**config.mk**
```make
export PLATFORM = sky130hd
export DESIGN_NAME = msg_irq_agg
export DESIGN_NICKNAME = d
export VERILOG_FILES = /design/src/rtl/msg_irq_pkg.sv /design/src/rtl/msg_irq_lane_dec.sv /design/src/rtl/msg_irq_pend.sv /design/src/rtl/msg_irq_payload.sv /design/src/rtl/msg_irq_rdport.sv /design/src/rtl/msg_irq_agg.sv
export SDC_FILE = /design/constraint.sdc
export NUM_CORES = 1
export LEC_CHECK = 0
export CAP_MARGIN = 30
export CORE_MARGIN = 2
export CORE_UTILIZATION = 60
export CTS_BUF_LIST = sky130_fd_sc_hd__clkbuf_16
export CTS_CLUSTER_DIAMETER = 40
export DETAILED_ROUTE_END_ITERATION = 10
export DONT_BUFFER_PORTS = 1
export PLACE_DENSITY = 0.74
export SYNTH_ARGS = -nofsm -noshare
export SYNTH_HDL_FRONTEND = slang
export SYNTH_SLANG_ARGS = --single-unit
```
**constraint.sdc**
```tcl
create_clock -name clk -period 3.8 [get_ports clk]
set_input_delay 0 -clock clk [delete_from_list [all_inputs] [get_ports clk]]
set_output_delay 0 -clock clk [all_outputs]
set_load 0.05 [all_outputs]
```
**src/rtl/msg_irq_pkg.sv**
```systemverilog
package msg_irq_pkg;

  // Top two address bits pick the function of an access.
  typedef enum logic [1:0] {
    RGN_RAISE   = 2'b00,
    RGN_CLEAR   = 2'b01,
    RGN_PAYLOAD = 2'b10,
    RGN_STATUS  = 2'b11
  } rgn_e;

endpackage

```
**src/rtl/msg_irq_lane_dec.sv**
```systemverilog
module msg_irq_lane_dec
  import msg_irq_pkg::*;
#(
  parameter int NUM_SRC = 16,
  parameter int ADDR_W  = 8,
  localparam int SRC_W  = $clog2(NUM_SRC)
) (
  input  logic               clk,
  input  logic               rst,
  input  logic               stb,
  input  logic [ADDR_W-1:0]  addr,
  output logic [NUM_SRC-1:0] raise_vec,
  output logic [NUM_SRC-1:0] clear_vec,
  output logic               pay_we,
  output logic [SRC_W-1:0]   pay_idx,
  output logic               ack
);

  rgn_e             rgn;
  logic [SRC_W-1:0] idx;
  logic             guard_ok;
  logic             idx_ok;
  logic             hit;

  assign rgn      = rgn_e'(addr[ADDR_W-1 -: 2]);
  assign idx      = addr[SRC_W-1:0];
  assign guard_ok = (addr[ADDR_W-3:SRC_W] == '0);
  assign idx_ok   = guard_ok && (32'(idx) < NUM_SRC);
  assign hit      = stb && idx_ok;

  always_comb begin
    raise_vec = '0;
    clear_vec = '0;
    if (hit && (rgn == RGN_RAISE)) raise_vec[idx] = 1'b1;
    if (hit && (rgn == RGN_CLEAR)) clear_vec[idx] = 1'b1;
  end

  assign pay_we  = hit && (rgn == RGN_RAISE);
  assign pay_idx = idx;

  // Zero-wait acknowledge: every strobed cycle answered next cycle.
  always_ff @(posedge clk) begin
    if (rst) ack <= 1'b0;
    else     ack <= stb;
  end

endmodule

```
**src/rtl/msg_irq_pend.sv**
```systemverilog
module msg_irq_pend #(
  parameter int NUM_SRC = 16
) (
  input  logic               clk,
  input  logic               rst,
  input  logic [NUM_SRC-1:0] set_vec,
  input  logic [NUM_SRC-1:0] clr_vec,
  output logic [NUM_SRC-1:0] pending,
  output logic               irq
);

  logic [NUM_SRC-1:0] pend_nxt;

  // Set terms are applied after clear terms: a raise wins.
  assign pend_nxt = (pending & ~clr_vec) | set_vec;

  always_ff @(posedge clk) begin
    if (rst) begin
      pending <= '0;
      irq     <= 1'b0;
    end else begin
      pending <= pend_nxt;
      irq     <= |pend_nxt;
    end
  end

endmodule

```
**src/rtl/msg_irq_payload.sv**
```systemverilog
module msg_irq_payload #(
  parameter int NUM_SRC = 16,
  parameter int LANES   = 2,
  parameter int DATA_W  = 32,
  localparam int SRC_W  = $clog2(NUM_SRC)
) (
  input  logic                    clk,
  input  logic                    rst,
  input  logic [LANES-1:0]        we,
  input  logic [LANES*SRC_W-1:0]  widx,
  input  logic [LANES*DATA_W-1:0] wdata,
  input  logic [SRC_W-1:0]        ridx,
  output logic [DATA_W-1:0]       rdata
);

  logic [DATA_W-1:0] mem [NUM_SRC];

  // Lanes are visited from highest to lowest; the last nonblocking
  // assignment to a slot takes effect, so lane 0 has top priority.
  always_ff @(posedge clk) begin
    if (rst) begin
      for (int s = 0; s < NUM_SRC; s++) mem[s] <= '0;
    end else begin
      for (int l = LANES - 1; l >= 0; l--) begin
        if (we[l]) mem[widx[l*SRC_W +: SRC_W]] <= wdata[l*DATA_W +: DATA_W];
      end
    end
  end

  assign rdata = mem[ridx];

endmodule

```
**src/rtl/msg_irq_rdport.sv**
```systemverilog
module msg_irq_rdport
  import msg_irq_pkg::*;
#(
  parameter int NUM_SRC = 16,
  parameter int DATA_W  = 32,
  parameter int ADDR_W  = 8,
  localparam int SRC_W  = $clog2(NUM_SRC)
) (
  input  logic               clk,
  input  logic               rst,
  input  logic               rd_stb,
  input  logic [ADDR_W-1:0]  rd_addr,
  input  logic [NUM_SRC-1:0] pending,
  input  logic [DATA_W-1:0]  pay_rdata,
  output logic [SRC_W-1:0]   pay_ridx,
  output logic [DATA_W-1:0]  rd_data,
  output logic               rd_ack
);

  rgn_e              rgn;
  logic              guard_ok;
  logic              idx_ok;
  logic              status_hit;
  logic [DATA_W-1:0] sel;

  assign rgn        = rgn_e'(rd_addr[ADDR_W-1 -: 2]);
  assign pay_ridx   = rd_addr[SRC_W-1:0];
  assign guard_ok   = (rd_addr[ADDR_W-3:SRC_W] == '0);
  assign idx_ok     = guard_ok && (32'(pay_ridx) < NUM_SRC);
  assign status_hit = (rgn == RGN_STATUS) && (rd_addr[ADDR_W-3:0] == '0);

  always_comb begin
    sel = '0;
    if (status_hit)                        sel = DATA_W'(pending);
    else if ((rgn == RGN_PAYLOAD) && idx_ok) sel = pay_rdata;
  end

  always_ff @(posedge clk) begin
    if (rst) begin
      rd_ack  <= 1'b0;
      rd_data <= '0;
    end else begin
      rd_ack <= rd_stb;
      if (rd_stb) rd_data <= sel;
    end
  end

endmodule

```
**src/rtl/msg_irq_agg.sv**
```systemverilog
module msg_irq_agg #(
  parameter int NUM_SRC = 16,
  parameter int LANES   = 2,
  parameter int DATA_W  = 32,
  parameter int ADDR_W  = 8
) (
  input  logic                    clk,
  input  logic                    rst,
  input  logic [LANES-1:0]        msg_stb,
  input  logic [LANES*ADDR_W-1:0] msg_addr,
  input  logic [LANES*DATA_W-1:0] msg_wdata,
  output logic [LANES-1:0]        msg_ack,
  input  logic                    rd_stb,
  input  logic [ADDR_W-1:0]       rd_addr,
  output logic [DATA_W-1:0]       rd_data,
  output logic                    rd_ack,
  output logic                    irq
);

  localparam int SRC_W = $clog2(NUM_SRC);

  logic [NUM_SRC-1:0]     lane_raise [LANES];
  logic [NUM_SRC-1:0]     lane_clear [LANES];
  logic [LANES-1:0]       pay_we;
  logic [LANES*SRC_W-1:0] pay_widx;
  logic [NUM_SRC-1:0]     set_all;
  logic [NUM_SRC-1:0]     clr_all;
  logic [NUM_SRC-1:0]     pending;
  logic [SRC_W-1:0]       pay_ridx;
  logic [DATA_W-1:0]      pay_rdata;

  for (genvar g = 0; g < LANES; g++) begin : g_lane
    msg_irq_lane_dec #(
      .NUM_SRC (NUM_SRC),
      .ADDR_W  (ADDR_W)
    ) u_dec (
      .clk       (clk),
      .rst       (rst),
      .stb       (msg_stb[g]),
      .addr      (msg_addr[g*ADDR_W +: ADDR_W]),
      .raise_vec (lane_raise[g]),
      .clear_vec (lane_clear[g]),
      .pay_we    (pay_we[g]),
      .pay_idx   (pay_widx[g*SRC_W +: SRC_W]),
      .ack       (msg_ack[g])
    );
  end

  always_comb begin
    set_all = '0;
    clr_all = '0;
    for (int l = 0; l < LANES; l++) begin
      set_all = set_all | lane_raise[l];
      clr_all = clr_all | lane_clear[l];
    end
  end

  msg_irq_pend #(
    .NUM_SRC (NUM_SRC)
  ) u_pend (
    .clk     (clk),
    .rst     (rst),
    .set_vec (set_all),
    .clr_vec (clr_all),
    .pending (pending),
    .irq     (irq)
  );

  msg_irq_payload #(
    .NUM_SRC (NUM_SRC),
    .LANES   (LANES),
    .DATA_W  (DATA_W)
  ) u_pay (
    .clk   (clk),
    .rst   (rst),
    .we    (pay_we),
    .widx  (pay_widx),
    .wdata (msg_wdata),
    .ridx  (pay_ridx),
    .rdata (pay_rdata)
  );

  msg_irq_rdport #(
    .NUM_SRC (NUM_SRC),
    .DATA_W  (DATA_W),
    .ADDR_W  (ADDR_W)
  ) u_rd (
    .clk       (clk),
    .rst       (rst),
    .rd_stb    (rd_stb),
    .rd_addr   (rd_addr),
    .pending   (pending),
    .pay_rdata (pay_rdata),
    .pay_ridx  (pay_ridx),
    .rd_data   (rd_data),
    .rd_ack    (rd_ack)
  );

endmodule

```
# Word level (Yosys, flattened, before mapping)
# Memory sizes are Yosys's and may differ from the RTL's.
# Cells that the tools add are included.
# totals
register_bits,52
latchBits,0
n_memories,1
output_inout_bits,36
ram_bits,512
mem_bits_ro,0
# op_classes
mux,24
bitwise,5
order_cmp,4
n_addsub,0
eq_ne,4
mul,0
n_shift,0
n_reduce_logical,19
div,0
# memory_table
memory,words,word_bits,rd,rd_ports_with_merged_regs,wr,line_no,rtl
u_pay.mem,16,32,1,0,16,msg_irq_payload.sv:16,logic [DATA_W-1:0] mem [NUM_SRC];
# op_table
op,count
$mux W32,4
$mux W16,4
$reduce_or A32 Y1,2
$or A16 B16 Y16,3
$and A16 B16 Y16,1
$not A16 Y16,1
$reduce_or A16 Y1,1
$mux W1,12
$logic_and A1 B1 Y1,10
$logic_not A2 Y1,5
$lt A4 B5 Y1 const B,2
$demux W1 S4,2
$ge A4 B1 Y1 const B,2
$mux W4,2
$logic_not A6 Y1,1
$eq A2 B1 Y1 const B,2
$eq A2 B2 Y1 const B,2

# Depth between registers and ports, before layout
# Gate-level depths: netlist (run 1).
# depth
depth_word,10
depth_mapped,8
depth_no_buf,6

# Modules after synthesis
# A second synthesis (run 1) with hierarchy kept.
# unflattened
hier_cells,2547
hier_area_um2,31467.7
# by_module_without_submodules
module,area_per_inst_um2,seq_area_each_um2,instances,cells_each
msg_irq_payload,28393.5,15374.7,1,2182
msg_irq_rdport,1396.3,660.6,1,140
msg_irq_pend,615.6,340.3,1,73
msg_irq_lane_dec at g_lane[0].u_dec,434.2,20.0,1,60
msg_irq_lane_dec at g_lane[1].u_dec,427.9,20.0,1,60
msg_irq_agg,200.2,0.0,1,32

# Worst setup path after synthesis (run 1)
# OpenSTA, ideal clock, no wires.
# synth_timing
path_kind,in2reg
start,in msg_addr[13]
end,mem u_pay.mem[8][0] (enable)
path_stages,5
path_slack_ps,1329
arrival_ps,2077
required_ps,3406
cell_sequence,or4b_1 > buf_2 > nor3b_1 > a21oi_1 > nand2b_1
# synth_lines
item,line_no,rtl
"start, declared",msg_irq_agg.sv:10,"input logic [LANES*ADDR_W-1:0] msg_addr,"
"end, declared",msg_irq_payload.sv:16,

==> flow_metrics.py, run 1 <==
metrics = {
    "worst_setup_path": {
        "path_delay_family": "buffers and inverters",
        "required_ps": 4160,
        "path_class": "in2reg",
        "crit_start": "msg_addr[7]",
        "path_buf_inv": 5,
        "end_kind": "flip-flop",
        "cpMostUsedCell": "dlygate4sd3_1",
        "startpoint_type": "primary input",
        "crit_chain": "dlygate4sd3_1 > nor4b_2 > dlygate4sd3_1 > buf_4 > nand2b_1 > nor3_1 > nor3_2 > buf_4 > a22o_1 > dlygate4sd3_1",
        "rr_startpoint": "u_rd.rd_data[9]$_SDFFE_PP0P_",
        "r2r-end": "u_rd.rd_data[9]$_SDFFE_PP0P_",
        "crit_path_max_fanout": 32,
        "cpMaxStageDelayCell": "dlygate4sd3_1",
        "reg2reg_depth": 5,
        "critPathMaxStageDelay_ps": 600,
        "critPathArrivalTime_ps": 3800,
        "rrSetupSlack_ps": 1510,
    },
    "logic_synthesis": {
        "seq_area_frac_synth_pct": 59.2,
        "synthArstFlopShare_pct": 0,
        "synthXorXnorAreaFrac_pct": 0,
        "synth.top_cells.by_count": "a22o_1, edfxtp_1, mux4_2, clkbuf_1, buf_2",
        "yosys-top-cells-area": "edfxtp_1, a22o_1, mux4_2, dfxtp_1, buf_2",
        "ys_warn_count": 0,
        "synthAdderAreaFrac_pct": 0,
        "synth_enable_flop_cells": 512,
        "synth_cells": 1849,
        "synth_ff_type": "edfxtp_1",
        "synth.area.mux_share_pct": 13.0,
        "syn_avg_cell_area_sq_um": 15.0,
        "synth-simple-area-share_pct": 4.88,
        "synth_seq_cells": 564,
        "ys_types": 46,
        "synth_top_family_by_area": "compound AO/OA/AOI/OAI gates",
        "syn_area_sq_um": 27700,
        "synth_nets": 1942,
        "synth-compound-area-share_pct": 18.2,
        "synth_top_area_share_pct": 55.5,
        "synth.largest_area_cell": "edfxtp_1",
    },
    "worst_hold_path": {
        "whs_endpoint": "u_rd.rd_data[31]$_SDFFE_PP0P_",
        "whs_path_depth": 4,
        "hp-start": "rd_addr[1]",
        "hold_path.class": "in2reg",
    },
    "pwr": {
        "powerDensity_nw_per_um2": 490,
        "leakage_nw": 10.9,
        "ir_drop_mv": 0.405,
    },
    "run": {
        "cap_violations": 0,
    },
    "finish": {
        "fillers": 2899,
        "drive_gt1_share_pct": 22.2,
        "multi_input_area_sq_um": 10200,
        "layout.area.seq_sq_um": 16400,
        "nNetsFinal": 1925,
        "syn_to_final_growth_pct": 16.3,
    },
    "floorplanning": {
        "die_w_um": 219,
        "die_h_um": 219,
        "initial_utilization_pct": 61.0,
        "ios": 129,
        "die-area_sq_um": 47900,
        "core-area_sq_um": 45500,
        "rows": 78,
    },
    "global_route": {
        "grt_usage_pct": 37.0,
        "grt_start_max_net_pins": 130,
        "grt_pass1_wl_um": 128000,
        "gr-total-overflow": 0,
        "grt_pass1_vias": 19300,
        "grt_antenna_before_repair": 4,
    },
    "clock_tree": {
        "clock_latency_ps": 630,
        "cts.repair.resized": 0,
        "post_cts_buffers": 0,
        "cts_htree_levels": 3,
        "clk_path_buf_depth": 3,
        "cts.sink_count": 564,
        "cts-root-buf": "clkbuf_16",
        "cts-buffers-inserted": 80,
        "path_clk_slew_ps": 60,
        "cts_tree": "yes",
    },
    "timing": {
        "final.setup.worst_slack_ps": 364,
        "hold_ws_ps": 25.5,
        "hold_viol": 0,
        "setup_tns_ps": 0,
        "worstMarginPinSlew_ps": 989,
        "period_minus_slack_ps": 3440,
        "finalSetupViolations": 0,
        "min_period_over_period_pct": 90.4,
        "clock_skew_ps": 17.9,
        "fmax_ghz": 0.291,
        "maxSlewHeadroom_pct": 33.9,
        "grt_setup_unrepaired": "no",
        "finalMaxSlewViolations": 0,
    },
    "placed_design": {
        "place_ws_ps": 1160,
        "gp_congestion": 0.906,
        "dp_hpwl_um": 45500,
        "io_buffers": 0,
    },
    "route": {
        "drt_wl_total_um": 87400,
        "drtPass1Iterations": 7,
        "drc_errors": 0,
        "viasPerCell": 7.79,
        "drtIter0Drc": 3136,
        "antenna_left": 0,
        "post_drt_wl_per_cell_um": 34.9,
        "num_vias": 19500,
    },
    "run_status": {
        "status": "completed",
    },
}
## report_power, final
group | internal [mW] | leakage (nW) | switching [mW] | total [mW]
Combinational | 0.436 | 4.27 | 0.599 | 1.03
Sequential | 7.05 | 5.28 | 0.109 | 7.16
Clock | 4.72 | 1.35 | 2.90 | 7.62
## state kept, by name (all words and copies together), names as in the netlist
register and flops:
g_lane.u_dec.ack 2, u_rd.rd_ack 1, u_pend.pending 16, u_pay.mem 512, u_rd.rd_data 32, u_pend.irq 1
## what timing repair did
item	in CTS	in global routing
hold endpoints to repair	598	0
setup endpoints to repair	0	0
hold buffers	151	0
## cells by family after synthesis
| group | after synthesis |
|---|---|
| AND/OR/NAND/NOR | 218 |
| multiplexers | 160 |
| AO/OA/AOI/OAI | 598 |
| flip-flops | 564 |
| buffers and inverters | 309 |
## worst max path at each step
stage                                       endpoint  slack, ps  cells after the start
after floorplan            u_pay.mem[8][0]$_DFFE_PP_       1330                      5
after global placement    u_pay.mem[15][4]$_DFFE_PP_       1170                      7
after detailed placement  u_pay.mem[9][20]$_DFFE_PP_       1160                      5
after CTS                 u_pay.mem[6][23]$_DFFE_PP_        530                     10
after global routing      u_pay.mem[6][23]$_DFFE_PP_        270                     10
final                     u_pay.mem[10][8]$_DFFE_PP_        360                     10
## layer usage
| layer | vias to the layer above | wire length [um] | part of all wire [%] | track usage, % |
|---|---|---|---|---|
| met1 | 9866 | 31000 | 35 | 49.9 |
| met5 | - | 25 | 0.029 | 0 |
| met4 | 4 | 3670 | 4.2 | 16.6 |
| li1 | 7635 | - | - | - |
| met3 | 284 | 12200 | 14 | 11.0 |
| met2 | 1724 | 40600 | 46 | 56.3 |
## final cells by class
| cell class | instances | area share (%) |
|---|---|---|
| Inverter | 2 | 0.0233 |
| Timing Repair Buffer | 208 | 6.42 |
| Antenna cell | 6 | 0.0465 |
| Tap cell | 600 | 2.33 |
| Clock inverter | 69 | 2.32 |
| Sequential cell | 564 | 50.9 |
| Multi-Input combinational cell | 976 | 31.8 |
| Clock buffer | 80 | 6.21 |
## placed cells by master (no fill, tap or decap), types with 9 or more instances in the layout
cell type        n
bufinv_16       12
edfxtp_1       512
clkinvlp_4       9
nor2_1          33
mux4_2         160
a22o_1         512
inv_1            9
a21oi_1         44
dlygate4sd3_1  146
nand2_1         28
inv_6           10
a31oi_1         16
nor3_2          14
nand3_1         13
dfxtp_1         52
buf_4           53
clkinv_1        13
nor2b_4         11
nor4_2           9
clkbuf_16       80
nor2b_1         40
## per-stage QoR
step | utilization [%] | cell area, sq um | total power [mW] | std cells
final | 70.9 | 32300 | 15.8 | 2505
after global routing | 70.9 | 32200 | 16.1 | 2501
after CTS | 70.9 | 32200 | 15.8 | 2499
after detailed placement | 61.4 | 27900 | 7.97 | 2199
after global placement | 61.3 | 27900 | 7.94 | 2198
after floorplan | - | 27700 | 7.95 | 1849
## worst reg2reg max path, stage by stage (launching register included)
cell and delay (ps):
dfxtp_1 650, nor2b_1 200, a31oi_1 50, dlygate4sd3_1 600, a21oi_1 160, dlygate4sd3_1 570
Power figures use the tool's default switching activity.
==> run 2: changes to the inputs <==
--- a/config.mk
+++ b/config.mk
@@ -5,13 +5,14 @@
 export SDC_FILE = /design/constraint.sdc
 export NUM_CORES = 1
 export LEC_CHECK = 0
-export CAP_MARGIN = 30
+export CAP_MARGIN = 20
 export CORE_MARGIN = 2
 export CORE_UTILIZATION = 60
 export CTS_BUF_LIST = sky130_fd_sc_hd__clkbuf_16
 export CTS_CLUSTER_DIAMETER = 40
 export DETAILED_ROUTE_END_ITERATION = 10
 export DONT_BUFFER_PORTS = 1
+export HOLD_SLACK_MARGIN = 0.05
 export PLACE_DENSITY = 0.74
 export SYNTH_ARGS = -nofsm -noshare
 export SYNTH_HDL_FRONTEND = slang
==> flow_metrics.py, run 2 (same netlist as run 1, synthesis figures left out) <==
metrics = {
    "pwr": {
        "p_int_mw": 11.8,
        "power_frac_comb_pct": 6.8,
        "p_seq_share_pct": 46.4,
        "power_frac_clock_pct": 46.8,
        "powerDensity_nw_per_um2": 481,
        "switching_power_mw": 3.64,
        "leakage_nw": 10.8,
        "switching_share_pct": 23.6,
        "ir_drop_mv": 0.400,
    },
    "floorplanning": {
        "core-area_sq_um": 45500,
        "die_w_um": 219,
        "initial_utilization_pct": 61.0,
        "rows": 78,
        "ios": 129,
        "die-area_sq_um": 47900,
        "die_h_um": 219,
    },
    "finish": {
        "drive_gt1_share_pct": 22.3,
        "nNetsFinal": 1923,
        "regMostFlops": "u_pay.mem",
        "multi_input_area_sq_um": 10200,
        "fillers": 2951,
        "fin_cells": 2496,
        "layout.area.seq_sq_um": 16400,
        "largestRegisters": "u_pay.mem (512), u_rd.rd_data (32), u_pend.pending (16)",
        "finish.utilization_pct": 70.5,
        "syn_to_final_growth_pct": 15.7,
        "layout_common_cells": "a22o_1, edfxtp_1, mux4_2",
        "largest_reg_flops": 512,
    },
    "placed_design": {
        "dp.cells": 2198,
        "gp_congestion": 0.906,
        "io_buffers": 0,
        "dp_hpwl_um": 45300,
        "place_ws_ps": 1110,
    },
    "route": {
        "drtIter0Drc": 3250,
        "num_vias": 19300,
        "drt_wl_total_um": 87100,
        "antenna_left": 0,
        "drc_errors": 0,
        "drtPass1Iterations": 6,
        "viasPerCell": 7.74,
        "post_drt_wl_per_cell_um": 34.9,
    },
    "worst_setup_path": {
        "r2r-end": "u_rd.rd_data[5]$_SDFFE_PP0P_",
        "crit_chain": "dlygate4sd3_1 > nor4b_2 > dlygate4sd3_1 > buf_4 > nand2b_1 > nor3_1 > nor3_2 > buf_4 > a22o_1 > dlygate4sd3_1",
        "reg2reg_depth": 6,
        "cpMostUsedCell": "dlygate4sd3_1",
        "required_ps": 4160,
        "end_kind": "flip-flop",
        "path_class": "in2reg",
        "rrSetupSlack_ps": 1020,
        "rr_startpoint": "u_pay.mem[3][5]$_DFFE_PP_",
        "critPathArrivalTime_ps": 3780,
        "startpoint_type": "primary input",
        "path_delay_family": "buffers and inverters",
        "crit_path_max_fanout": 32,
        "cpMaxStageDelayCell": "dlygate4sd3_1",
        "critPathMaxStageDelay_ps": 610,
        "path_buf_inv": 5,
    },
    "clock_tree": {
        "cts_tree": "yes",
        "cts-root-buf": "clkbuf_16",
        "path_clk_slew_ps": 60,
        "cts_htree_levels": 3,
        "cts-buffers-inserted": 80,
        "clock_latency_ps": 620,
        "clk_path_buf_depth": 3,
        "post_cts_buffers": 0,
        "ctsHoldBuffers": 150,
        "cts.repair.resized": 0,
        "cts.sink_count": 564,
    },
    "global_route": {
        "grt_antenna_before_repair": 4,
        "grt_pass1_wl_um": 127000,
        "grt_pass1_vias": 19200,
        "grt_start_max_net_pins": 112,
        "grt_usage_pct": 36.7,
        "gr-total-overflow": 0,
    },
    "worst_hold_path": {
        "hp-start": "rd_addr[1]",
        "whs_path_depth": 4,
        "whs_endpoint": "u_rd.rd_data[27]$_SDFFE_PP0P_",
        "hold_path.class": "in2reg",
    },
    "run_status": {
        "status": "completed",
    },
    "timing": {
        "finalSetupViolations": 0,
        "hold_ws_ps": 52.5,
        "setup_tns_ps": 0,
        "finalMaxSlewViolations": 0,
        "fmax_ghz": 0.292,
        "worstMarginPinSlew_ps": 1220,
        "final.setup.worst_slack_ps": 378,
        "grt_setup_unrepaired": "no",
        "hold_viol": 0,
        "maxSlewHeadroom_pct": 18.6,
        "clock_skew_ps": 20.8,
        "min_period_over_period_pct": 90.1,
        "period_minus_slack_ps": 3420,
    },
    "run": {
        "cap_violations": 0,
    },
}
-- run 2: cell types whose count changed in the layout (fill, tap and decap cells not counted), sizes merged --
| cell | before | now |
|---|---|---|
| dlygate4sd3 | 146 | 145 |
| bufinv | 12 | 4 |
| buf | 62 | 61 |
| diode | 6 | 3 |
| clkbuf | 80 | 83 |
| clkinv | 28 | 31 |
| clkinvlp | 9 | 7 |
-- run 2: layout make-up --
type	count	area share, %
inverters	2	0.0234
clock inverters	62	1.66
diodes	3	0.0234
repair buffers	206	6.36
well taps	600	2.34
multi-input cells	976	31.9
flip-flops and latches	564	51.2
clock buffers	83	6.47
-- run 2: worst max path at each step --
stage          cells past startpoint  slack, ps                           end    startpoint
2_1_floorplan                      5       1330     u_pay.mem[8][0]$_DFFE_PP_  msg_addr[13]
3_3_place_gp                       7       1170    u_pay.mem[15][4]$_DFFE_PP_   msg_addr[7]
3_5_place_dp                       5       1110    u_pay.mem[9][20]$_DFFE_PP_  msg_addr[13]
4_1_cts                           11        530  u_pend.pending[5]$_SDFF_PP0_   msg_addr[7]
5_1_grt                           10        280   u_pay.mem[10][18]$_DFFE_PP_   msg_addr[7]
6_report                          10        380   u_pay.mem[10][18]$_DFFE_PP_   msg_addr[7]
-- run 2: power by group through the flow --
stage	clock network, mW	registers [mW]	logic [mW]
2_1_floorplan	0	7.24	0.714
3_5_place_dp	0	7.28	0.693
6_report	7.23	7.16	1.04
3_3_place_gp	0	7.26	0.686
4_1_cts	7.23	7.16	1.02
5_1_grt	7.51	7.18	1.07
-- run 2: worst register-to-register path, stage by stage, from the launching register on --
cell           delay, ps
edfxtp_1             350
mux4_2               510
mux4_2               490
dlygate4sd3_1        600
nand2_1               80
dlygate4sd3_1        560
a21oi_1               60
-- run 2: per-layer routing --
metal  part of all wire, %  wire length (um)  GRT usage [%]  vias to the layer above
met1                    36             31100           48.3                     9838
met3                    13             11700           11.5                      319
met4                   4.5              3900           16.3                        6
met2                    46             40400           56.7                     1555
li1                      -                 -              -                     7613
met5                 0.047                41              0                        -
-- run 2: stage by stage --
stage	power (mW)	cell area, sq um
finish	15.4	32100
detailed placement	7.97	27900
global route	15.8	32100
CTS	15.4	32100
global placement	7.94	27900
floorplan	7.95	27700
==> run 3: changes to the inputs <==
--- a/config.mk
+++ b/config.mk
@@ -8,7 +8,7 @@
 export CAP_MARGIN = 20
 export CORE_MARGIN = 2
 export CORE_UTILIZATION = 60
-export CTS_BUF_LIST = sky130_fd_sc_hd__clkbuf_16
+export CTS_BUF_LIST = sky130_fd_sc_hd__clkbuf_4
 export CTS_CLUSTER_DIAMETER = 40
 export DETAILED_ROUTE_END_ITERATION = 10
 export DONT_BUFFER_PORTS = 1
==> flow_metrics.py, run 3 (same netlist as run 1, synthesis figures left out) <==
metrics = {
    "worst_setup_path": {
        "required_ps": 4620,
        "end_kind": "flip-flop",
        "reg2reg_depth": 7,
        "path_class": "in2reg",
        "rrSetupSlack_ps": 400,
        "critPathArrivalTime_ps": 4400,
        "rr_startpoint": "u_pay.mem[12][6]$_DFFE_PP_",
        "startpoint_type": "primary input",
        "crit_path_max_fanout": 11,
        "r2r-end": "u_rd.rd_data[6]$_SDFFE_PP0P_",
    },
    "finish": {
        "fillers": 3019,
        "syn_to_final_growth_pct": 14.8,
        "regMostFlops": "u_pay.mem",
        "layout.area.seq_sq_um": 16400,
        "layout_common_cells": "a22o_1, edfxtp_1, clkbuf_4",
        "largestRegisters": "u_pay.mem (512), u_rd.rd_data (32), u_pend.pending (16)",
        "drive_gt1_share_pct": 25.8,
        "multi_input_area_sq_um": 10200,
        "largest_reg_flops": 512,
        "nNetsFinal": 2041,
    },
    "worst_hold_path": {
        "whs_path_depth": 3,
        "whs_endpoint": "u_pend.pending[3]$_SDFF_PP0_",
        "hp-start": "rst",
        "hold_path.class": "in2reg",
    },
    "placed_design": {
        "place_ws_ps": 1110,
        "io_buffers": 0,
        "dp_hpwl_um": 45300,
        "gp_congestion": 0.906,
    },
    "timing": {
        "fmax_ghz": 0.279,
        "setup_tns_ps": 0,
        "hold_ws_ps": 140,
        "finalSetupViolations": 0,
        "min_period_over_period_pct": 94.4,
        "clock_skew_ps": 54.1,
        "final.setup.worst_slack_ps": 212,
        "maxSlewHeadroom_pct": 19.5,
        "period_minus_slack_ps": 3590,
        "worstMarginPinSlew_ps": 1210,
        "hold_viol": 0,
        "grt_setup_unrepaired": "no",
        "finalMaxSlewViolations": 0,
    },
    "clock_tree": {
        "post_cts_buffers": 0,
        "cts_tree": "yes",
        "cts-buffers-inserted": 149,
        "cts.repair.resized": 0,
        "ctsHoldBuffers": 199,
        "clk_path_buf_depth": 3,
        "cts-root-buf": "clkbuf_4",
        "cts.sink_count": 564,
        "path_clk_slew_ps": 60,
        "cts_htree_levels": 4,
        "clock_latency_ps": 1000,
    },
    "floorplanning": {
        "die_w_um": 219,
        "core-area_sq_um": 45500,
        "rows": 78,
        "die_h_um": 219,
        "die-area_sq_um": 47900,
        "ios": 129,
        "initial_utilization_pct": 61.0,
    },
    "run": {
        "cap_violations": 0,
    },
    "pwr": {
        "p_total_mw": 13.6,
        "ir_drop_mv": 0.299,
        "leakage_nw": 10.9,
        "powerDensity_nw_per_um2": 427,
    },
    "global_route": {
        "gr-total-overflow": 0,
        "grt_pass1_wl_um": 127000,
        "grt_start_max_net_pins": 101,
        "grt_usage_pct": 36.9,
        "grt_pass1_vias": 20000,
        "grt_antenna_before_repair": 8,
    },
    "route": {
        "drtPass1Iterations": 5,
        "drtIter0Drc": 3111,
        "post_drt_wl_per_cell_um": 32.7,
        "drc_errors": 0,
        "viasPerCell": 7.48,
        "antenna_left": 0,
        "num_vias": 19800,
        "drt_wl_total_um": 86700,
    },
    "run_status": {
        "status": "completed",
    },
}
run 3: layer usage:
metal	GRT usage, %	part of all wire, %	up-vias
li1	-	-	7914
met1	48.3	35	9940
met2	55.8	47	1672
met3	11.2	14	286
met4	19.4	4.0	10
met5	0.833	0.13	-
run 3: stage by stage:
step | utilization [%] | instance area [sq um] | cells
2_1_floorplan | - | 27700 | 1849
3_3_place_gp | 61.3 | 27900 | 2198
3_5_place_dp | 61.3 | 27900 | 2198
4_1_cts | 70.0 | 31800 | 2645
5_1_grt | 70.0 | 31800 | 2650
6_report | 70.0 | 31800 | 2650
run 3: report_power, final:
group          switching (mW)  internal [mW]
registers               0.107           7.04
clock network            2.49           2.81
logic                   0.670          0.472
run 3: worst max-delay path by stage:
stage,from,end,slack [ps],cells past startpoint
after floorplan,msg_addr[13],u_pay.mem[8][0]$_DFFE_PP_,1330,5
after global placement,msg_addr[7],u_pay.mem[15][4]$_DFFE_PP_,1170,7
after detailed placement,msg_addr[13],u_pay.mem[9][20]$_DFFE_PP_,1110,5
after CTS,u_pay.mem[12][6]$_DFFE_PP_,u_rd.rd_data[6]$_SDFFE_PP0P_,430,7
after global routing,msg_addr[7],u_pend.irq$_SDFF_PP0_,110,12
final,msg_addr[13],u_pend.irq$_SDFF_PP0_,210,12
run 3: layout make-up:
cell class	count	share of cell area, %
Sequential cell	564	51.6
Tap cell	600	2.36
Timing Repair Buffer	255	8.03
Multi-Input combinational cell	976	32.2
Clock buffer	225	5.31
Antenna cell	5	0.0393
Inverter	2	0.0236
Clock inverter	23	0.472
run 3: worst max-delay path, cell delays in order:
cell and delay (ps):
dlygate4sd3_1 580, nor4b_2 300, dlygate4sd3_1 600, buf_4 200, nand3_1 170, dlygate4sd3_1 660
o221ai_1 170, dlygate4sd3_1 570, and2_1 120, dlygate4sd3_1 580, and4bb_2 310, a41oi_2 160
